File: src/rtl/csp_pkg.sv
package csp_pkg;
  localparam int SYNC_STAGES = 2;

  typedef struct packed {
    logic rise;
    logic fall;
  } edge_t;

  function automatic edge_t edge_of(input logic now_v, input logic prev_v);
    edge_t e;
    e.rise = now_v & ~prev_v;
    e.fall = ~now_v & prev_v;
    return e;
  endfunction
endpackage

File: src/rtl/csp_sync.sv
module csp_sync #(
  parameter int W      = 3,
  parameter int STAGES = csp_pkg::SYNC_STAGES
) (
  input  logic         clk,
  input  logic         rst,
  input  logic [W-1:0] pin_i,
  output logic [W-1:0] sync_o,
  output logic [W-1:0] prev_o
);
  logic [W-1:0] stg [STAGES+1];

  assign stg[0] = pin_i;

  genvar g;
  generate
    for (g = 1; g <= STAGES; g++) begin : g_stage
      always_ff @(posedge clk) begin
        if (rst) stg[g] <= '0;
        else     stg[g] <= stg[g-1];
      end
    end
  endgenerate

  always_ff @(posedge clk) begin
    if (rst) prev_o <= '0;
    else     prev_o <= stg[STAGES];
  end

  assign sync_o = stg[STAGES];
endmodule

File: src/rtl/csp_tx.sv
module csp_tx #(
  parameter int MAG_W = 17,
  localparam int FRAME_W = MAG_W + 3
) (
  input  logic             clk,
  input  logic             rst,
  input  logic             load_i,
  input  logic             shift_i,
  input  logic             rd_mode_i,
  input  logic             eoc_i,
  input  logic             ovr_i,
  input  logic             pol_i,
  input  logic [MAG_W-1:0] mag_i,
  output logic             sdo_o
);
  logic [FRAME_W-1:0] shadow_q;
  logic               active_q;

  function automatic logic [FRAME_W-1:0] pack_frame(
    input logic e, input logic o, input logic p, input logic [MAG_W-1:0] m);
    return {e, o, p, m};
  endfunction

  always_ff @(posedge clk) begin
    if (rst) begin
      shadow_q <= '0;
      active_q <= 1'b0;
    end else if (load_i) begin
      shadow_q <= pack_frame(eoc_i, ovr_i, pol_i, mag_i);
      active_q <= 1'b1;
    end else if (!rd_mode_i) begin
      active_q <= 1'b0;
    end else if (shift_i) begin
      shadow_q <= {shadow_q[FRAME_W-2:0], 1'b0};
    end
  end

  assign sdo_o = active_q & rd_mode_i & shadow_q[FRAME_W-1];
endmodule

File: src/rtl/csp_rx.sv
module csp_rx #(
  parameter int MAG_W = 17,
  localparam int CW = $clog2(MAG_W + 2)
) (
  input  logic             clk,
  input  logic             rst,
  input  logic             clear_i,
  input  logic             shift_i,
  input  logic             bit_i,
  input  logic             commit_i,
  output logic [MAG_W-1:0] load_o,
  output logic             commit_o
);
  localparam logic [CW-1:0] FULL = CW'(MAG_W);
  localparam logic [CW-1:0] SAT  = CW'(MAG_W + 1);

  logic [MAG_W-1:0] rx_q;
  logic [CW-1:0]    cnt_q;

  function automatic logic count_ok(input logic [CW-1:0] c);
    return c == FULL;
  endfunction

  assign commit_o = commit_i & count_ok(cnt_q);

  always_ff @(posedge clk) begin
    if (rst) begin
      rx_q  <= '0;
      cnt_q <= '0;
    end else if (clear_i || commit_i) begin
      cnt_q <= '0;
    end else if (shift_i) begin
      rx_q <= {rx_q[MAG_W-2:0], bit_i};
      if (cnt_q != SAT) cnt_q <= cnt_q + 1'b1;
    end
  end

  always_ff @(posedge clk) begin
    if (rst)           load_o <= '0;
    else if (commit_o) load_o <= rx_q;
  end
endmodule

File: src/rtl/cnv_serial_port.sv
module cnv_serial_port #(
  parameter int MAG_W = 17
) (
  input  logic             clk,
  input  logic             rst,
  input  logic             sclk_pin,
  input  logic             rw_pin,
  input  logic             sdi_pin,
  input  logic             eoc_i,
  input  logic             ovr_i,
  input  logic             pol_i,
  input  logic [MAG_W-1:0] mag_i,
  output logic             sdo_pin,
  output logic [MAG_W-1:0] load_o
);
  import csp_pkg::*;

  logic [2:0] sync_v;
  logic [2:0] prev_v;
  edge_t      sclk_e;
  edge_t      rw_e;
  logic       sclk_rise, sclk_fall, rw_rise, rw_fall, rw_s, sdi_s;
  logic       wr_shift, load_evt;

  csp_sync #(.W(3)) u_sync (
    .clk    (clk),
    .rst    (rst),
    .pin_i  ({sdi_pin, rw_pin, sclk_pin}),
    .sync_o (sync_v),
    .prev_o (prev_v)
  );

  assign sclk_e    = edge_of(sync_v[0], prev_v[0]);
  assign rw_e      = edge_of(sync_v[1], prev_v[1]);
  assign sclk_rise = sclk_e.rise;
  assign sclk_fall = sclk_e.fall;
  assign rw_rise   = rw_e.rise;
  assign rw_fall   = rw_e.fall;
  assign rw_s      = sync_v[1];
  assign sdi_s     = sync_v[2];
  assign wr_shift  = sclk_rise & ~rw_s;

  csp_tx #(.MAG_W(MAG_W)) u_tx (
    .clk       (clk),
    .rst       (rst),
    .load_i    (rw_rise),
    .shift_i   (sclk_fall),
    .rd_mode_i (rw_s),
    .eoc_i     (eoc_i),
    .ovr_i     (ovr_i),
    .pol_i     (pol_i),
    .mag_i     (mag_i),
    .sdo_o     (sdo_pin)
  );

  csp_rx #(.MAG_W(MAG_W)) u_rx (
    .clk      (clk),
    .rst      (rst),
    .clear_i  (rw_fall),
    .shift_i  (wr_shift),
    .bit_i    (sdi_s),
    .commit_i (rw_rise),
    .load_o   (load_o),
    .commit_o (load_evt)
  );
endmodule

File: config.mk
export PLATFORM = sky130hd
export DESIGN_NAME = cnv_serial_port
export DESIGN_NICKNAME = d
export VERILOG_FILES = /design/src/rtl/csp_pkg.sv /design/src/rtl/csp_sync.sv /design/src/rtl/csp_tx.sv /design/src/rtl/csp_rx.sv /design/src/rtl/cnv_serial_port.sv
export SDC_FILE = /design/constraint.sdc
export NUM_CORES = 1
export LEC_CHECK = 0
export BUFFER_PORTS_ARGS = -buffer_cell sky130_fd_sc_hd__buf_2
export CAP_MARGIN = 10
export CORE_ASPECT_RATIO = 2
export CORE_UTILIZATION = 45
export CTS_CLUSTER_DIAMETER = 150
export CTS_CLUSTER_SIZE = 20
export DETAILED_ROUTE_END_ITERATION = 8
export PLACE_DENSITY = 0.66
export SLEW_MARGIN = 40
export SYNTH_ARGS = -nofsm -noshare
export SYNTH_HDL_FRONTEND = slang
export SYNTH_SLANG_ARGS = --single-unit
File: constraint.sdc
create_clock -name clk -period 1.6 [get_ports clk]
set_input_delay 0.24 -clock clk [delete_from_list [all_inputs] [get_ports clk]]
set_output_delay 0.24 -clock clk [all_outputs]
set_load 0.02 [all_outputs]
* After elaboration in Yosys (flattened, before gate mapping)
Cells that the tools add are included.
** Storage, ports and cells
- Register bits :: 68
- Logic and storage cells :: 37
** Cells by class
- Equal/unequal tests :: 3
- Bitwise logic cells :: 13
- Reductions and logical operators :: 7
- Muxes and demuxes :: 5
- Add/subtract/negate cells :: 1
** Operators with widths (count)
- $mux W20 :: 3
- $and A1 B1 Y1 :: 8
- $reduce_and A2 Y1 :: 3
- $add A5 B1 Y5 const B :: 1
- $eq A5 B5 Y1 const B :: 1
- $ne A5 B5 Y1 const B :: 1
- $not A1 Y1 :: 5
- $reduce_bool A2 Y1 :: 2
- $mux W1 :: 2
- $ne A2 B1 Y1 const B :: 1
- $reduce_or A2 Y1 :: 1
- $logic_or A1 B1 Y1 :: 1

* Logic depth before layout (Yosys ltp)
Gate-level depths: netlist of run 1.
- Depth after elaboration :: 5
- Mapped depth :: 7

* Hierarchy
A second synthesis of run 1 with hierarchy kept.
** Second synthesis, totals
- Cells, all modules :: 324
- Area total of the unflattened synthesis :: 3088.0 µm²
** By module, submodules not included
- csp_rx :: area each 1684.1 µm², instances 1, cells an instance 181
- csp_tx :: area each 1111.1 µm², instances 1, cells an instance 118
- csp_sync :: area each 259.0 µm², instances 1, cells an instance 21
- cnv_serial_port :: area each 33.8 µm², instances 1, cells an instance 4

* Least setup slack after synthesis of run 1
Ideal clock, no wire load.
- Path type :: register -> register
- Start :: reg u_sync.prev_o[1]
- End :: reg u_tx.shadow_q[10]
- Slack :: -0.010 ns
- Cell stages (with the launch flop) :: 6
- Arrival time :: 1.486 ns
- Setup time :: 0.123 ns
- Clock period less this slack :: 1.610 ns
- Required time :: 1.477 ns
- Cells stage by stage :: dfxtp_1 -> inv_1 -> ha_1 -> o22ai_4 -> buf_4 -> mux2_1
** On the way
- Longest elaborated chain between the ends :: 4
- Elaborated cells between the ends (all ways) :: 6
** RTL lines
- from (decl) :: line csp_sync.sv:9 : output logic [W-1:0] prev_o
- from (signal assigned) :: line csp_sync.sv:27 : else prev_o <= stg[STAGES];
- $not A1 Y1 * :: line csp_pkg.sv:11 : e.rise = now_v & ~prev_v;
- $and A1 B1 Y1 * :: line csp_pkg.sv:11
- named net rw_rise :: line cnv_serial_port.sv:22 : logic sclk_rise, sclk_fall, rw_rise, rw_fall, rw_s, sdi_s;
- $reduce_bool A2 Y1 (no source line)
- $reduce_and A2 Y1 (no source line)
- to (signal assigned) :: line csp_tx.sv:29 : shadow_q <= pack_frame(eoc_i, ovr_i, pol_i, mag_i);
- to (signal assigned) :: line csp_tx.sv:34 : shadow_q <= {shadow_q[FRAME_W-2:0], 1'b0};
- to (decl) :: line csp_tx.sv:16 : logic [FRAME_W-1:0] shadow_q;
Mark *: on every way through the listed nets, which the timed path passes. The rest lies on a longest branch.
A chain may end at the register's enable or synchronous reset.

* Final worst setup path of run 1
- Start :: reg u_sync.prev_o[1]
- End :: reg u_tx.shadow_q[13]
** On the way
- Longest elaborated chain between the ends :: 4
- Elaborated cells between the ends (all ways) :: 6
** RTL lines (line)
- $not A1 Y1 * :: csp_pkg.sv:11
- $and A1 B1 Y1 * :: csp_pkg.sv:11
- $reduce_bool A2 Y1 (no source line)
- $reduce_and A2 Y1 (no source line)
Mark *: on every way between the ends. The rest lies on a longest branch, timed or not.

==> impl_results.md, run 1 <==
* Critical Path AT at 1.71 ns
* Run status: completed
* Synth top area cells: dfxtp_1 46%, mux2i_1 18%, nand2b_1 7.3%, mux2_1 7.2%, nor2b_1 5.7%
* Most frequent cells in the layout: 68 x dfxtp_1, 53 x mux2i_1, 42 x buf_2
* VDD IR max at 0.792 mV
* Post-synth cell types at 29
* R2R Setup Slk at 0.11 ns
* Synth Net Count at 315
* Final Skew at 0.00506 ns
* Layout cells sized above 1 at 0.219
* # hold bufs at CTS at 0
* Final #Nets at 360
* Die Span Y at 117 um
* Worst r2r path cells at 6
* Filler cells at 602
* Max Fclk at 671 MHz
* Chip width at 59.5 um
* Vias in the first global route at 2065
* Worst min path class: primary input to flop
* Area of the multi-input gates at 1550 um^2
* Placement Rows at 41
* Max_cap viols at 0
* Initial DRC count at 67
* Netlist Area Pre-Place at 2980 um^2
* Design Area, Final at 3670 um^2
* P_leak at 1.51 nW
* Post-CTS sizing at 0
* CTS Sinks at 68
* Largest area contributor in the netlist: dfxtp_1
* Most common cell after layout, fill and taps aside: dfxtp_1
* Die area at 6970 um^2
* Final ANT Viol Nets at 0
* Post-CTS setup buffers at 0
* RSZ-0062 raised after global routing: true
* DR DRC count at 0
* Shortest period the worst path allows at 1.49 ns
* Final Setup Violations at 0
* Gr usage total at 0.169
* CP max FO at 21
* Sequential-to-total area share from yosys stat at 0.457
* Drt first pass iters at 4
* Max Buffers Root-to-Sink at 2
* Initial antenna violation count at 0
* Worst EP required at 1.82 ns
* Hold Vio Cnt, Final at 0
* Average cell area after synthesis at 10.5 um^2
* WL/cell at 12.7 um
* Root Buffer: clkbuf_16
* Number of warnings issued by yosys at 0
* Final Cycle Share at 0.932
* Area grow syn2layout at 23.1%
* Startpoint types: flop
* TritonCTS Buffers at 9
* Clock slew at reported path FFs at 0.05 ns
* Nature of the critical path endpoint: flop
* Post-Syn Instances at 284
* PnR worst setup slack at 0.109 ns
* Largest net degree at the start of global routing at 85
* Placement Setup Slack at 0.0400 ns
* Max_slew headroom at 0.708
* Core ar. at 6360 um^2
* Total I/O pin count at 43
* Diodes inserted at 0
* Final Util at 0.577
* Worst-Skew Late Latency at 0.33 ns
* Placed Instances at 404
* Crit path kind: flop to flop
* DR vias at 2109
* Overflow after GRT at 0
* Share of the synthesized area in the top cell type at 0.457
* Final Non-Filler Cells at 420
* Initial Util at 0.468
* Post-DR vias/cell at 5.02
* Hold depth at 2
* CTS tree: done
* Fin. max-slew vios at 0
* Hold slack final at 0.121 ns
* First-pass GRT wire length at 8.71 mm
* PortBufs at 42
* H-tree levels at 3
* Drt total wl at 5.33 mm
* Area after DPL at 3360 um^2
* GP Congestion at 0.681
* FF+latch area at 1360 um^2
* DPL Wire Length at 3.50 mm
* Transition time of the tightest slew-check pin at 0.432 ns
* Pwr dens at 1050 nW/um^2
* Yosys reg bits at 68
critical path, cell delays in order (launching register included):
cell and delay, ns:
dfxtp_1 0.31, inv_1 0.08, ha_2 0.23, buf_12 0.19, mux2i_1 0.21, nor2_1 0.05, mux2_1 0.28
per-layer routing:
| layer | vias to the layer above | routed length [um] | share of wire | GRT usage |
|---|---|---|---|---|
| li1 | 1047 | - | - | - |
| met1 | 1003 | 2110 | 0.40 | 0.161 |
| met2 | 49 | 2870 | 0.54 | 0.306 |
| met3 | 10 | 219 | 0.041 | 0.0429 |
| met4 | 0 | 136 | 0.026 | 0.112 |
| met5 | - | 0 | 0 | 0 |
worst paths after layout:
path / startpoint / to
worst max register to register: u_sync.prev_o[1] / u_tx.shadow_q[13]
worst min-delay path: sclk_pin / u_sync.stg[3]
worst min register to register: u_sync.stg[4] / u_sync.sync_o[1]
worst max-delay path: u_sync.prev_o[1] / u_tx.shadow_q[13]
Yosys cell counts:
cell        n
nand2_1     5
and3_1      1
mux2i_1    53
dfxtp_1    68
nor4bb_1    2
and4_1      1
or3b_4      1
nor2b_1    27
or3_1       5
buf_2       5
nand2b_1   35
inv_1       3
nand4_1     1
a21oi_1     6
or3b_1      1
mux2_1     19
buf_6       1
clkbuf_1    6
nand4bb_1   2
o211ai_1    1
nand3_1     1
o22ai_4     1
nor2b_2     1
nor2_1     22
ha_1        6
buf_4       2
o21ai_0     4
a31oi_1     1
buf_1       3
flip-flops by register name (all words and copies together) (netlist names):
| signal | cells |
|---|---|
| u_sync.sync_o | 3 |
| u_rx.rx_q | 17 |
| u_rx.cnt_q | 5 |
| u_tx.shadow_q | 20 |
| u_sync.stg | 3 |
| u_sync.prev_o | 2 |
| u_tx.active_q | 1 |
| u_rx.load_o | 17 |
per-stage QoR:
stage                     setup TNS [ns]  total power [mW]
after floorplan                  -0.0284              1.87
after global placement                 0              1.93
after detailed placement               0              1.93
after CTS                              0              3.90
after global routing                   0              3.98
final                                  0              3.85
power breakdown:
part / switching [mW] / internal [mW] / total [mW] / leakage (nW)
Clock: 0.706 / 1.24 / 1.95 / 0.144
Combinational: 0.0856 / 0.0946 / 0.180 / 0.819
Sequential: 0.00969 / 1.71 / 1.72 / 0.549
area by class of cell:
| class | instances | area share |
|---|---|---|
| timing repair buffer | 51 | 0.0928 |
| multi-input combinational | 196 | 0.421 |
| clock inverter | 6 | 0.0174 |
| sequential | 68 | 0.371 |
| tap | 86 | 0.0293 |
| clock buffer | 10 | 0.0651 |
| inverter | 3 | 0.00307 |
cells by family (layout without fill, tap and decap cells):
logic type	Yosys count	in the layout	synth area share
buffers and inverters	20	70	0.0323
flip-flops	68	68	0.457
adder cells (fa/ha/maj)	6	6	0.0252
AND/OR/NAND/NOR	105	105	0.207
AO/OA/AOI/OAI	13	13	0.0281
multiplexers	72	72	0.250
(Power assumes the default switching activity.)
==> run 2, diff against run 1 <==
--- a/config.mk
+++ b/config.mk
@@ -6,14 +6,13 @@
 export NUM_CORES = 1
 export LEC_CHECK = 0
 export BUFFER_PORTS_ARGS = -buffer_cell sky130_fd_sc_hd__buf_2
-export CAP_MARGIN = 10
 export CORE_ASPECT_RATIO = 2
 export CORE_UTILIZATION = 45
 export CTS_CLUSTER_DIAMETER = 150
 export CTS_CLUSTER_SIZE = 20
 export DETAILED_ROUTE_END_ITERATION = 8
-export PLACE_DENSITY = 0.66
-export SLEW_MARGIN = 40
+export PLACE_DENSITY = 0.63
+export SLEW_MARGIN = 20
 export SYNTH_ARGS = -nofsm -noshare
 export SYNTH_HDL_FRONTEND = slang
 export SYNTH_SLANG_ARGS = --single-unit
==> constraint.sdc (replaced) <==
create_clock -name clk -period 1.7 [get_ports clk]
set_input_delay 0.255 -clock clk [delete_from_list [all_inputs] [get_ports clk]]
set_output_delay 0.255 -clock clk [all_outputs]
set_load 0.02 [all_outputs]
==> impl_results.md, run 2 (synthesized netlist as in run 1, its figures left out) <==
* Initial DRC count at 60
* Nature of the critical path endpoint: flop
* TritonCTS Buffers at 9
* RSZ-0062 raised after global routing: false
* Largest net degree at the start of global routing at 85
* Placement Setup Slack at 0.146 ns
* Max Buffers Root-to-Sink at 2
* Vias in the first global route at 2014
* Net Switching at 708 uW
* Core ar. at 6360 um^2
* DR vias at 2073
* Total I/O pin count at 43
* Part of the power in registers at 0.443
* Internal power at 2.94 mW
* Diodes inserted at 0
* Run status: completed
* Worst min path class: primary input to flop
* Max_slew headroom at 0.609
* PortBufs at 42
* Fin. max-slew vios at 0
* H-tree levels at 3
* VDD IR max at 0.558 mV
* CP max FO at 19
* Hold Vio Cnt, Final at 0
* Initial antenna violation count at 0
* Critical Path AT at 1.76 ns
* Max Fclk at 643 MHz
* DPL Wire Length at 3.50 mm
* TNS Setup at 0 ns
* Post-CTS sizing at 0
* Origin of the worst setup path: u_sync.sync_o[1]
* Placement Rows at 41
* Overflow after GRT at 0
* Die area at 6970 um^2
* Post-DR vias/cell at 4.95
* Layout cells sized above 1 at 0.204
* Die Span Y at 117 um
* Most flops, register: u_tx.shadow_q
* Max_cap viols at 0
* Most frequent cells in the layout: 68 x dfxtp_1, 53 x mux2i_1, 42 x buf_2
* Final #Nets at 360
* Startpoint types: flop
* Post-CTS setup buffers at 0
* R2R Path Start: u_sync.sync_o[1]
* Crit path kind: flop to flop
* Hold_sp: rw_pin
* Root Buffer: clkbuf_16
* Pwr dens at 1000 nW/um^2
* Drt total wl at 5.26 mm
* Comb pwr share at 0.046
* WL/cell at 12.6 um
* Max FFs per register at 20
* DR DRC count at 0
* Final Cycle Share at 0.914
* Clk pwr share at 0.511
* Clock slew at reported path FFs at 0.05 ns
* CTS Sinks at 68
* CTS tree: done
* P_leak at 1.52 nW
* # hold bufs at CTS at 0
* Most common cell after layout, fill and taps aside: dfxtp_1
* Drt first pass iters at 4
* Final ANT Viol Nets at 0
* Biggest regs: u_tx.shadow_q x20, u_rx.load_o x17, u_rx.rx_q x17
* GP Congestion at 0.719
* Net Sw Frac at 0.194
* Area grow syn2layout at 22.5%
* Initial Util at 0.468
* Transition time of the tightest slew-check pin at 0.578 ns
* Final Skew at 0.00451 ns
* Worst-Skew Late Latency at 0.32 ns
* Gr usage total at 0.164
* Worst EP required at 1.90 ns
* Chip width at 59.5 um
* Final Setup Violations at 0
* PnR worst setup slack at 0.146 ns
* Shortest period the worst path allows at 1.55 ns
* First-pass GRT wire length at 8.64 mm
==> run 2: cell count changes in the layout (fill, tap and decap cells not counted), moves of 2 or more <==
| cell | change |
|---|---|
| clkbuf_1 | +2 |
| clkbuf_8 | +2 |
| clkinv_2 | -2 |
| clkinvlp_4 | -2 |
==> run 2: power groups by stage <==
stage          combinational, mW  clock (mW)  sequential (mW)
2_1_floorplan              0.109           0             1.65
3_3_place_gp               0.169           0             1.65
3_5_place_dp               0.171           0             1.65
4_1_cts                    0.172        1.92             1.62
5_1_grt                    0.184        1.96             1.62
6_report                   0.169        1.87             1.62
==> run 2: area by class of cell <==
class	count	area [um^2]
fill	602	2710
sequential	68	1360
timing repair buffer	51	328
multi-input combinational	196	1540
clock buffer	14	274
tap	86	108
inverter	3	11.3
clock inverter	1	30.0
==> run 2: through the flow <==
stage | hold WS (ns) | total power, mW | instances | utilization | instance area, um^2
floorplan | 0.383 | 1.76 | 284 | - | 2980
global placement | 0.429 | 1.82 | 404 | 0.526 | 3340
detailed placement | 0.428 | 1.82 | 404 | 0.526 | 3340
global route | 0.139 | 3.77 | 419 | 0.574 | 3650
CTS | 0.129 | 3.70 | 419 | 0.574 | 3650
finish | 0.139 | 3.65 | 419 | 0.574 | 3650
==> run 2: layer usage <==
layer | global-route usage | wire (um) | vias to the layer above
li1 | - | - | 1046
met5 | 0 | 0 | -
met4 | 0.0930 | 123 | 0
met3 | 0.0429 | 223 | 9
met2 | 0.292 | 2710 | 38
met1 | 0.168 | 2200 | 980
==> run 2: worst paths after layout <==
path / end / slack [ns] / cells past startpoint
max: u_tx.shadow_q[18] / 0.15 / 5
min: u_sync.stg[4] / 0.14 / 2
max reg2reg: u_tx.shadow_q[18] / 0.15 / 5
min reg2reg: u_sync.sync_o[0] / 0.44 / 1
==> run 2: critical path, cell delays in order (launching register included) <==
cell	delay [ns]
dfxtp_1	0.32
buf_4	0.15
ha_1	0.22
o22ai_4	0.20
buf_12	0.19
mux2_1	0.34
